$ cat src/rtl/twd_pkg.sv
package twd_pkg;
    typedef enum logic [1:0] {
        S_FINAL = 2'd0,
        S_FLUSH = 2'd1,
        S_CHAN  = 2'd2
    } twd_state_e;
endpackage

$ cat src/rtl/twd_cmp.sv
module twd_cmp #(
    parameter int W = 16
) (
    input  logic [W-1:0] smp,
    input  logic [W-1:0] lim_hi,
    input  logic [W-1:0] lim_lo,
    output logic         above,
    output logic         below
);
    always_comb begin
        above = $signed(smp) > $signed(lim_hi);
        below = $signed(smp) < $signed(lim_lo);
    end

    // with ordered limits a sample cannot violate both
    always_comb begin
        if ($signed(lim_hi) >= $signed(lim_lo)) begin
            a_r4_exclusive: assert (!(above && below))
                else $error("a_r4_exclusive");
        end
    end
endmodule

$ cat src/rtl/twd_seq_fsm.sv
module twd_seq_fsm
    import twd_pkg::*;
#(
    parameter int NCH = 4
) (
    input  logic           clk,
    input  logic           rst_n,
    input  logic           src_sel,
    input  logic [NCH-1:0] pend_ok,
    output twd_state_e     state_q,
    output logic [NCH-1:0] grant,
    output logic           cap_en,
    output logic           fin_en,
    output logic           flush
);
    twd_state_e state_n;

    always_ff @(posedge clk) begin
        if (!rst_n) state_q <= S_FINAL;
        else        state_q <= state_n;
    end

    always_comb begin
        state_n = state_q;
        unique case (state_q)
            S_FINAL: if (src_sel)  state_n = S_FLUSH;
            S_CHAN:  if (!src_sel) state_n = S_FLUSH;
            S_FLUSH: state_n = src_sel ? S_CHAN : S_FINAL;
            default: state_n = S_FINAL;
        endcase
    end

    always_comb begin
        grant  = '0;
        cap_en = 1'b0;
        fin_en = 1'b0;
        flush  = 1'b0;
        unique case (state_q)
            S_FINAL: fin_en = 1'b1;
            S_FLUSH: flush  = 1'b1;
            S_CHAN: begin
                cap_en = src_sel;
                grant  = pend_ok & (~pend_ok + 1'b1);
            end
            default: ;
        endcase
    end

    a_r5_single_grant: assert property (@(posedge clk) disable iff (!rst_n)
        $onehot0(grant))
        else $error("a_r5_single_grant");

    a_r9_flush_once: assert property (@(posedge clk) disable iff (!rst_n)
        (state_q == S_FLUSH) |=> (state_q != S_FLUSH))
        else $error("a_r9_flush_once");

    a_r9_enter_flush: assert property (@(posedge clk) disable iff (!rst_n)
        (state_q == S_FINAL && src_sel) |=> (state_q == S_FLUSH))
        else $error("a_r9_enter_flush");
endmodule

$ cat src/rtl/twd_pend_bank.sv
module twd_pend_bank #(
    parameter int NCH = 4,
    parameter int CW  = 16
) (
    input  logic              clk,
    input  logic              rst_n,
    input  logic [NCH-1:0]    cap,
    input  logic [NCH*CW-1:0] ch_data,
    input  logic [NCH-1:0]    grant,
    input  logic [NCH-1:0]    mask,
    input  logic              flush,
    output logic [NCH-1:0]    pend,
    output logic [CW-1:0]     sel_data
);
    logic          pend_r [NCH];
    logic [CW-1:0] data_r [NCH];

    for (genvar i = 0; i < NCH; i++) begin : g_slot
        always_ff @(posedge clk) begin
            if (!rst_n) begin
                pend_r[i] <= 1'b0;
                data_r[i] <= '0;
            end else begin
                if (flush || !mask[i]) pend_r[i] <= 1'b0;
                else if (cap[i])       pend_r[i] <= 1'b1;
                else if (grant[i])     pend_r[i] <= 1'b0;
                if (cap[i]) data_r[i] <= ch_data[i*CW +: CW];
            end
        end
        assign pend[i] = pend_r[i];

        a_r7_cap_pends: assert property (@(posedge clk) disable iff (!rst_n)
            (cap[i] && mask[i] && !flush) |=> pend_r[i])
            else $error("a_r7_cap_pends");

        a_r6_unmasked_idle: assert property (@(posedge clk) disable iff (!rst_n)
            !mask[i] |=> !pend_r[i])
            else $error("a_r6_unmasked_idle");
    end

    always_comb begin
        sel_data = '0;
        for (int k = 0; k < NCH; k++) begin
            if (grant[k]) sel_data = sel_data | data_r[k];
        end
    end

    a_r9_flush_clears: assert property (@(posedge clk) disable iff (!rst_n)
        flush |=> (pend == '0))
        else $error("a_r9_flush_clears");
endmodule

$ cat src/rtl/thr_watch_seq.sv
module thr_watch_seq
    import twd_pkg::*;
#(
    parameter int NCH = 4,
    parameter int TW  = 24,
    parameter int CW  = 16
) (
    input  logic              clk,
    input  logic              rst_n,
    input  logic              src_sel,
    input  logic [NCH-1:0]    ch_mask,
    input  logic [TW-1:0]     thr_hi,
    input  logic [TW-1:0]     thr_lo,
    input  logic [TW-1:0]     fin_data,
    input  logic              fin_valid,
    input  logic [NCH*CW-1:0] ch_data,
    input  logic [NCH-1:0]    ch_valid,
    input  logic [NCH-1:0]    clr_hi,
    input  logic [NCH-1:0]    clr_lo,
    output logic [NCH-1:0]    flag_hi,
    output logic [NCH-1:0]    flag_lo
);
    twd_state_e     state_q;
    logic [NCH-1:0] grant, pend, cap, set_hi, set_lo;
    logic [NCH-1:0] flag_hi_q, flag_lo_q;
    logic           cap_en, fin_en, flush;
    logic [CW-1:0]  sel_data;
    logic           c_above, c_below, f_above, f_below;

    assign cap = ch_valid & ch_mask & {NCH{cap_en}};

    twd_seq_fsm #(.NCH(NCH)) u_fsm (
        .clk     (clk),
        .rst_n   (rst_n),
        .src_sel (src_sel),
        .pend_ok (pend & ch_mask),
        .state_q (state_q),
        .grant   (grant),
        .cap_en  (cap_en),
        .fin_en  (fin_en),
        .flush   (flush)
    );

    twd_pend_bank #(.NCH(NCH), .CW(CW)) u_bank (
        .clk      (clk),
        .rst_n    (rst_n),
        .cap      (cap),
        .ch_data  (ch_data),
        .grant    (grant),
        .mask     (ch_mask),
        .flush    (flush),
        .pend     (pend),
        .sel_data (sel_data)
    );

    twd_cmp #(.W(CW)) u_cmp_ch (
        .smp    (sel_data),
        .lim_hi (thr_hi[TW-1 -: CW]),
        .lim_lo (thr_lo[TW-1 -: CW]),
        .above  (c_above),
        .below  (c_below)
    );

    twd_cmp #(.W(TW)) u_cmp_fin (
        .smp    (fin_data),
        .lim_hi (thr_hi),
        .lim_lo (thr_lo),
        .above  (f_above),
        .below  (f_below)
    );

    always_comb begin
        set_hi = grant & {NCH{c_above}};
        set_lo = grant & {NCH{c_below}};
        if (fin_en && fin_valid) begin
            set_hi[0] = set_hi[0] | f_above;
            set_lo[0] = set_lo[0] | f_below;
        end
    end

    always_ff @(posedge clk) begin
        if (!rst_n) begin
            flag_hi_q <= '0;
            flag_lo_q <= '0;
        end else begin
            flag_hi_q <= (flag_hi_q & ~clr_hi) | set_hi;
            flag_lo_q <= (flag_lo_q & ~clr_lo) | set_lo;
        end
    end

    assign flag_hi = flag_hi_q;
    assign flag_lo = flag_lo_q;

    for (genvar i = 0; i < NCH; i++) begin : g_chk
        a_r8_sticky_hi: assert property (@(posedge clk) disable iff (!rst_n)
            (flag_hi_q[i] && !clr_hi[i]) |=> flag_hi_q[i])
            else $error("a_r8_sticky_hi");
        a_r8_sticky_lo: assert property (@(posedge clk) disable iff (!rst_n)
            (flag_lo_q[i] && !clr_lo[i]) |=> flag_lo_q[i])
            else $error("a_r8_sticky_lo");
    end

    a_r2_final_ch0_only: assert property (@(posedge clk) disable iff (!rst_n)
        (state_q == S_FINAL) |=> (((flag_hi_q & ~$past(flag_hi_q)) >> 1) == '0))
        else $error("a_r2_final_ch0_only");

    a_r6_masked_only: assert property (@(posedge clk) disable iff (!rst_n)
        (state_q == S_CHAN) |=> ((flag_hi_q & ~$past(flag_hi_q) & ~$past(ch_mask)) == '0))
        else $error("a_r6_masked_only");

    a_r1_reset_final: assert property (@(posedge clk)
        !rst_n |=> (state_q == S_FINAL && flag_hi_q == '0 && flag_lo_q == '0))
        else $error("a_r1_reset_final");
endmodule

$ cat config.mk
export PLATFORM = sky130hd
export DESIGN_NAME = thr_watch_seq
export DESIGN_NICKNAME = d
export VERILOG_FILES = /design/src/rtl/twd_pkg.sv /design/src/rtl/twd_cmp.sv /design/src/rtl/twd_seq_fsm.sv /design/src/rtl/twd_pend_bank.sv /design/src/rtl/thr_watch_seq.sv
export SDC_FILE = /design/constraint.sdc
export NUM_CORES = 1
export LEC_CHECK = 0
export BUFFER_PORTS_ARGS = -buffer_cell sky130_fd_sc_hd__buf_2
export CAP_MARGIN = 20
export CORE_MARGIN = 10
export CORE_UTILIZATION = 53
export CTS_CLUSTER_DIAMETER = 60
export DETAILED_ROUTE_END_ITERATION = 10
export PLACE_DENSITY_LB_ADDON = 0.08
export RECOVER_POWER = 25
export SYNTH_ARGS = -nofsm -noshare
export SYNTH_HDL_FRONTEND = slang
export SYNTH_HIERARCHICAL = 1
export SYNTH_SLANG_ARGS = --single-unit
$ cat constraint.sdc
create_clock -name clk -period 4.63 [get_ports clk]
set_input_delay 0.926 -clock clk [delete_from_list [all_inputs] [get_ports clk]]
set_output_delay 0.926 -clock clk [all_outputs]
set_load 0.01 [all_outputs]
Word-level counts from Yosys, hierarchy flattened:

Memory sizes are Yosys's and may differ from the RTL's.
Cells that the tools add are included.

* bits in writable memories: 68
* logic and storage cells: 146
* register bits: 10
* output and inout port bits: 8
* memories kept: 2
* input port bits: 156

Memory list
* u_bank.data_r: words 4, bits a word 16, rd ports 4, clocked after memory_dff 0, wr ports 4, RTL line twd_pend_bank.sv:16 `logic [CW-1:0] data_r [NCH];`
* u_bank.pend_r: words 4, bits a word 1, rd ports 4, clocked after memory_dff 0, wr ports 4, RTL line twd_pend_bank.sv:15 `logic pend_r [NCH];`

* order comparisons: 4
* reductions and logical operators: 11
* muxes and demuxes: 87
* bitwise operators: 34
* eq/ne operators: 4
* add/sub/neg operators: 1

Operators with widths (count)
* two-way mux 16 bit: 8
* two-way mux 1 bit: 74
* bitwise OR 16 bit: 3
* bitwise AND 4 bit: 8
* greater-than comparator 24 bit: 1
* less-than comparator 24 bit: 1
* bitwise OR 1 bit: 18
* greater-than comparator 16 bit: 1
* less-than comparator 16 bit: 1
* inverter 4 bit: 3
* bitwise OR 4 bit: 2
* two-way mux 2 bit: 3
* case mux 2 bit (3 select lines): 1
* adder 4 x 1 -> 4 bit (second input constant): 1
* zero test 1 bit: 4
* logical OR 1 bit: 4
* two-way mux 4 bit: 1
* != test 2 bit (second input constant): 2
* == test 2 x 1 -> 1 bit (second input constant): 1
* == test 2 bit (second input constant): 1
* zero test 2 bit: 1
* AND reduction 2 bit: 1
* logical AND 1 bit: 1

Depth between registers and ports, before layout:

* depth in word-level cells: 17
* gate-level depth with buffers: 15
* mapped depth without buffers: 13

Hierarchy:

Netlist, hierarchy kept.

By module, submodules not included
* twd_pend_bank: cells each 219, area an instance 2995.4 sq um, sequential area each 2031.9 sq um, times used 1
* twd_cmp (u_cmp_fin): cells each 168, area an instance 1212.4 sq um, sequential area each 0.0 sq um, times used 1
* twd_cmp (u_cmp_ch): cells each 112, area an instance 802.0 sq um, sequential area each 0.0 sq um, times used 1
* thr_watch_seq: cells each 43, area an instance 346.6 sq um, sequential area each 160.2 sq um, times used 1
* twd_seq_fsm: cells each 18, area an instance 162.7 sq um, sequential area each 40.0 sq um, times used 1

Worst setup path after synthesis:

OpenSTA, ideal clock, no wires.

* kind: input-to-reg
* start point: in ch_mask[1]
* end point: reg flag_hi_q[0] (netlist: flag_hi[0])
* setup time: 0.123 ns
* slack: 1.445 ns
* buffers on the path: 2
* arrival: 3.062 ns
* stages on the path: 13
* path through: and2_1 -> nor3b_1 -> buf_2 -> buf_2 -> a22oi_1 -> nand2_1 -> ha_1 -> nand4_2 -> or4_1 -> o21ai_0 -> a31oi_1 -> nand2_1 -> a31oi_1

* longest elaborated chain between the ends: 15

Ends and longest elaborated chain
* from (decl): RTL line thr_watch_seq.sv:11 `input logic [NCH-1:0] ch_mask,`
* bitwise AND 4 bit *: RTL line thr_watch_seq.sv:36 `.pend_ok (pend & ch_mask),`
* inverter 4 bit: RTL line twd_seq_fsm.sv:43 `grant = pend_ok & (~pend_ok + 1'b1);`
* adder 4 x 1 -> 4 bit: RTL line twd_seq_fsm.sv:43
* bitwise AND 4 bit *: RTL line twd_seq_fsm.sv:43
* two-way mux 4 bit *: RTL line twd_seq_fsm.sv:38 `unique case (state_q)`
* named net grant[1]: RTL line thr_watch_seq.sv:24 `logic [NCH-1:0] grant, pend, cap, set_hi, set_lo;`
* two-way mux 16 bit *: RTL line twd_pend_bank.sv:44 `if (grant[k]) sel_data = sel_data | data_r[k];`
* bitwise OR 16 bit: RTL line twd_pend_bank.sv:44
* [... 2 more ...]
* two-way mux 16 bit *: RTL line twd_pend_bank.sv:44
* named net sel_data[13]: RTL line thr_watch_seq.sv:27 `logic [CW-1:0] sel_data;`
* greater-than comparator 16 bit *: RTL line twd_cmp.sv:11 `above = $signed(smp) > $signed(lim_hi);`
* named net c_above: RTL line thr_watch_seq.sv:28 `logic c_above, c_below, f_above, f_below;`
* bitwise AND 4 bit *: RTL line thr_watch_seq.sv:73 `set_hi = grant & {NCH{c_above}};`
* bitwise OR 1 bit: RTL line thr_watch_seq.sv:76 `set_hi[0] = set_hi[0] | f_above;`
* two-way mux 1 bit *: RTL line thr_watch_seq.sv:75 `if (fin_en && fin_valid) begin`
* bitwise OR 4 bit *: RTL line thr_watch_seq.sv:86 `flag_hi_q <= (flag_hi_q & ~clr_hi) | set_hi;`
* to (signal assigned): RTL line thr_watch_seq.sv:86
* to (decl): RTL line thr_watch_seq.sv:25 `logic [NCH-1:0] flag_hi_q, flag_lo_q;`

Mark *: on every way through the listed nets, which the timed path passes. The rest lies on a longest branch.
A chain may end at the register's enable or synchronous reset.

==> impl_metrics.py <==
metrics = {
    "placed_design": {
        "place_area_mm2": 0.00642,
        "routabilityCongestion": 0.890,
        "hpwlAfterDp_mm": 12.5,
        "io_buffers": 163,
    },
    "cts": {
        "cts_buffer_depth": 2,
        "cts_tree": "yes",
        "path_clk_slew_ns": 0.07,
        "cts_buffers": 9,
        "holdBufCountCts": 0,
        "cts_sinks": 78,
        "cts_setup_buffers": 0,
        "cts-root-buf": "clkbuf_8",
        "clock_latency_ns": 0.34,
        "htree_levels": 3,
        "cts-resized-gates": 0,
    },
    "worst_setup_path": {
        "startpoint": "rst_n",
        "cp-end-kind": "register",
        "cp.arrival_ns": 3.40,
        "crit_path_cell_trace": "clkbuf_1 -> clkbuf_1 -> nand2b_1",
        "critPathBufInv": 2,
        "r2r_start": "u_fsm/state_q[0]",
        "slowest_delay_ns": 0.97,
        "cp-start-kind": "input pin",
        "critPathTopFamily": "buffers and inverters",
        "critical_path.most_common_cell": "clkbuf_1",
        "cp_max_fo": 45,
        "r2r_slack_ns": 1.74,
        "crit_type": "input pin to register",
        "crit_path_top_delay_cell": "clkbuf_1",
        "worstPathRequired_ns": 4.52,
    },
    "detailed_routing": {
        "post_drt_wl_per_cell_um": 17.3,
        "ant_nets": 0,
        "drt_wl_total_mm": 14.9,
        "vias": 4708,
        "drc": 0,
        "drtIter0Drc": 305,
        "drt-pass1-iter-count": 5,
        "via_per_inst": 5.48,
    },
    "flow_run": {
        "drv_cap": 0,
    },
    "yosys": {
        "yosysWarnings": 6,
        "synth_cell_types": 55,
        "syn_avg_cell_area_um2": 9.86,
        "synth-main-ff-cell": "edfxtp_1",
        "synthTopCellsByArea": "edfxtp_1 36%, ha_1 18%, and3_1 6.6%",
        "synth.top_cell.area_share_pct": 36.5,
        "synthesis.instances": 560,
        "ys_ff_latch": 78,
        "ys_async_sr_fraction_pct": 0,
        "synth_common_cells": "83 x inv_1, 78 x ha_1, 67 x edfxtp_1, 58 x and3_1",
        "yosysTopAreaCell": "edfxtp_1",
        "syn_nets": 794,
        "synth_edf_count": 67,
        "synth_area_mm2": 0.00552,
        "synth_most_common_cell": "inv_1",
        "ys_seq_area_share_pct": 40.4,
    },
    "power_and_ir_drop": {
        "vdd_drop_max_uv": 212,
        "finalPower_mw": 1.44,
        "power.density_mw_per_mm2": 219,
        "leakagePower_nw": 3.48,
    },
    "grt": {
        "grt_pass1_vias": 4984,
        "grt_pass1_wl_mm": 23.7,
        "grtUsageTotal_pct": 19.7,
        "antenna_found_initial": 0,
        "gr-total-overflow": 0,
        "grt_max_degree": 46,
    },
    "timing": {
        "max_freq_mhz": 285,
        "period_share_pct": 75.8,
        "setup_tns_ns": 0,
        "layout_min_cycle_time_ns": 3.51,
        "setup_viol": 0,
        "fin_worst_skew_ns": 0.00781,
        "slew_headroom_pct": 18.4,
        "tightest_slew_ns": 1.22,
        "rsz0062_at_grt": "no",
        "final_hold_viol_count": 0,
        "final_max_slew_viol_count": 0,
    },
    "floorplanning": {
        "dieArea_mm2": 0.0149,
        "core_area_mm2": 0.0102,
        "start_util_pct": 53.9,
        "io_pins": 164,
        "die_w_um": 122,
        "rows": 37,
        "die_h_um": 122,
    },
    "layout": {
        "fin_nets": 953,
        "utilization_pct": 64.1,
        "layout-drive-gt1-share_pct": 26.4,
        "syn2layout_area_growth_pct": 18.8,
        "diodes": 0,
        "post-route-cell-area_mm2": 0.00656,
    },
    "hold_path": {
        "hp-class": "register to register",
        "min_from": "flag_hi[3]",
    },
    "run_status": {
        "run_status": "finished clean",
    },
}
-- tightest hold or removal path, delay by kind of cell, from the launching register on --
family             cells  cell delay [ns]
DFF                    1             0.31
AOI/OAI and AO/OA      1             0.06
and+or+nand+nor        1             0.06
-- layout by cell type, fill, tap and decap left out, drive strengths merged, types with 2 or more instances in the layout --
| master | instances |
|---|---|
| buf | 160 |
| inv | 83 |
| ha | 78 |
| and3 | 68 |
| edfxtp | 67 |
| nand2 | 35 |
| a21oi | 35 |
| a22oi | 32 |
| clkbuf | 23 |
| nor2 | 17 |
| nand4 | 16 |
| nand2b | 15 |
| nand3 | 12 |
| o21ai | 12 |
| dfxtp | 11 |
| a21o | 8 |
| and2 | 4 |
| a31oi | 4 |
| nor2b | 4 |
| nor4 | 4 |
| and4b | 3 |
| clkinv | 3 |
| nor3b | 3 |
| o21a | 2 |
| a2bb2oi | 2 |
| a2111oi | 2 |
| o211ai | 2 |
| a21boi | 2 |
-- per-stage QoR --
| stage | hold WS [ns] | cells | setup WS, ns |
|---|---|---|---|
| floorplan | 0.455 | 560 | 1.45 |
| global placement | 0.470 | 844 | 1.12 |
| detailed placement | 0.466 | 844 | 1.04 |
| CTS | 0.476 | 859 | 1.40 |
| global route | 0.493 | 859 | 0.762 |
| finish | 0.478 | 859 | 1.12 |
-- final timing paths --
check / end / cells after the start
setup reg to reg: flag_hi[0] / 12
setup / recovery: u_bank/data_r[3][10] / 3
hold reg to reg: flag_hi[3] / 2
hold / removal: flag_hi[3] / 2
-- flip-flops by register name (all words and copies together), names as in the netlist --
register       flops
flag_hi            4
flag_lo            4
u_bank/data_r     64
u_bank/pend_r      4
u_fsm/state_q      2
-- cells by family after synthesis --
| logic type | share of synthesized area, % |
|---|---|
| flip-flops | 40.4 |
| AO/OA/AOI/OAI | 12.9 |
| multiplexers | 0.181 |
| buffers and inverters | 8.27 |
| AND/OR/NAND/NOR | 20.3 |
| XOR/XNOR | 0.159 |
| adder cells (fa/ha/maj) | 17.7 |
-- final cells by class --
type	count	area [um^2]
fill	903	3670
multi-input combinational	376	2840
sequential	78	2230
timing repair buffer	171	860
inverter	83	312
tap	136	170
clock buffer	12	135
clock inverter	3	12.5
-- routing by layer --
layer / share of wire, % / GRT usage (%) / wire length [um]
met2: 49 / 33.6 / 7290
met1: 42 / 23.2 / 6290
met5: 0 / 0 / 0
met4: 1.3 / 5.51 / 187
met3: 7.3 / 6.20 / 1090
-- where the power goes --
group          internal (mW)  total [mW]  switching [mW]
Combinational          0.111       0.241           0.130
Clock                  0.188       0.401           0.213
Sequential             0.786       0.795         0.00920
Note: power is estimated with default switching activity, not from simulation.
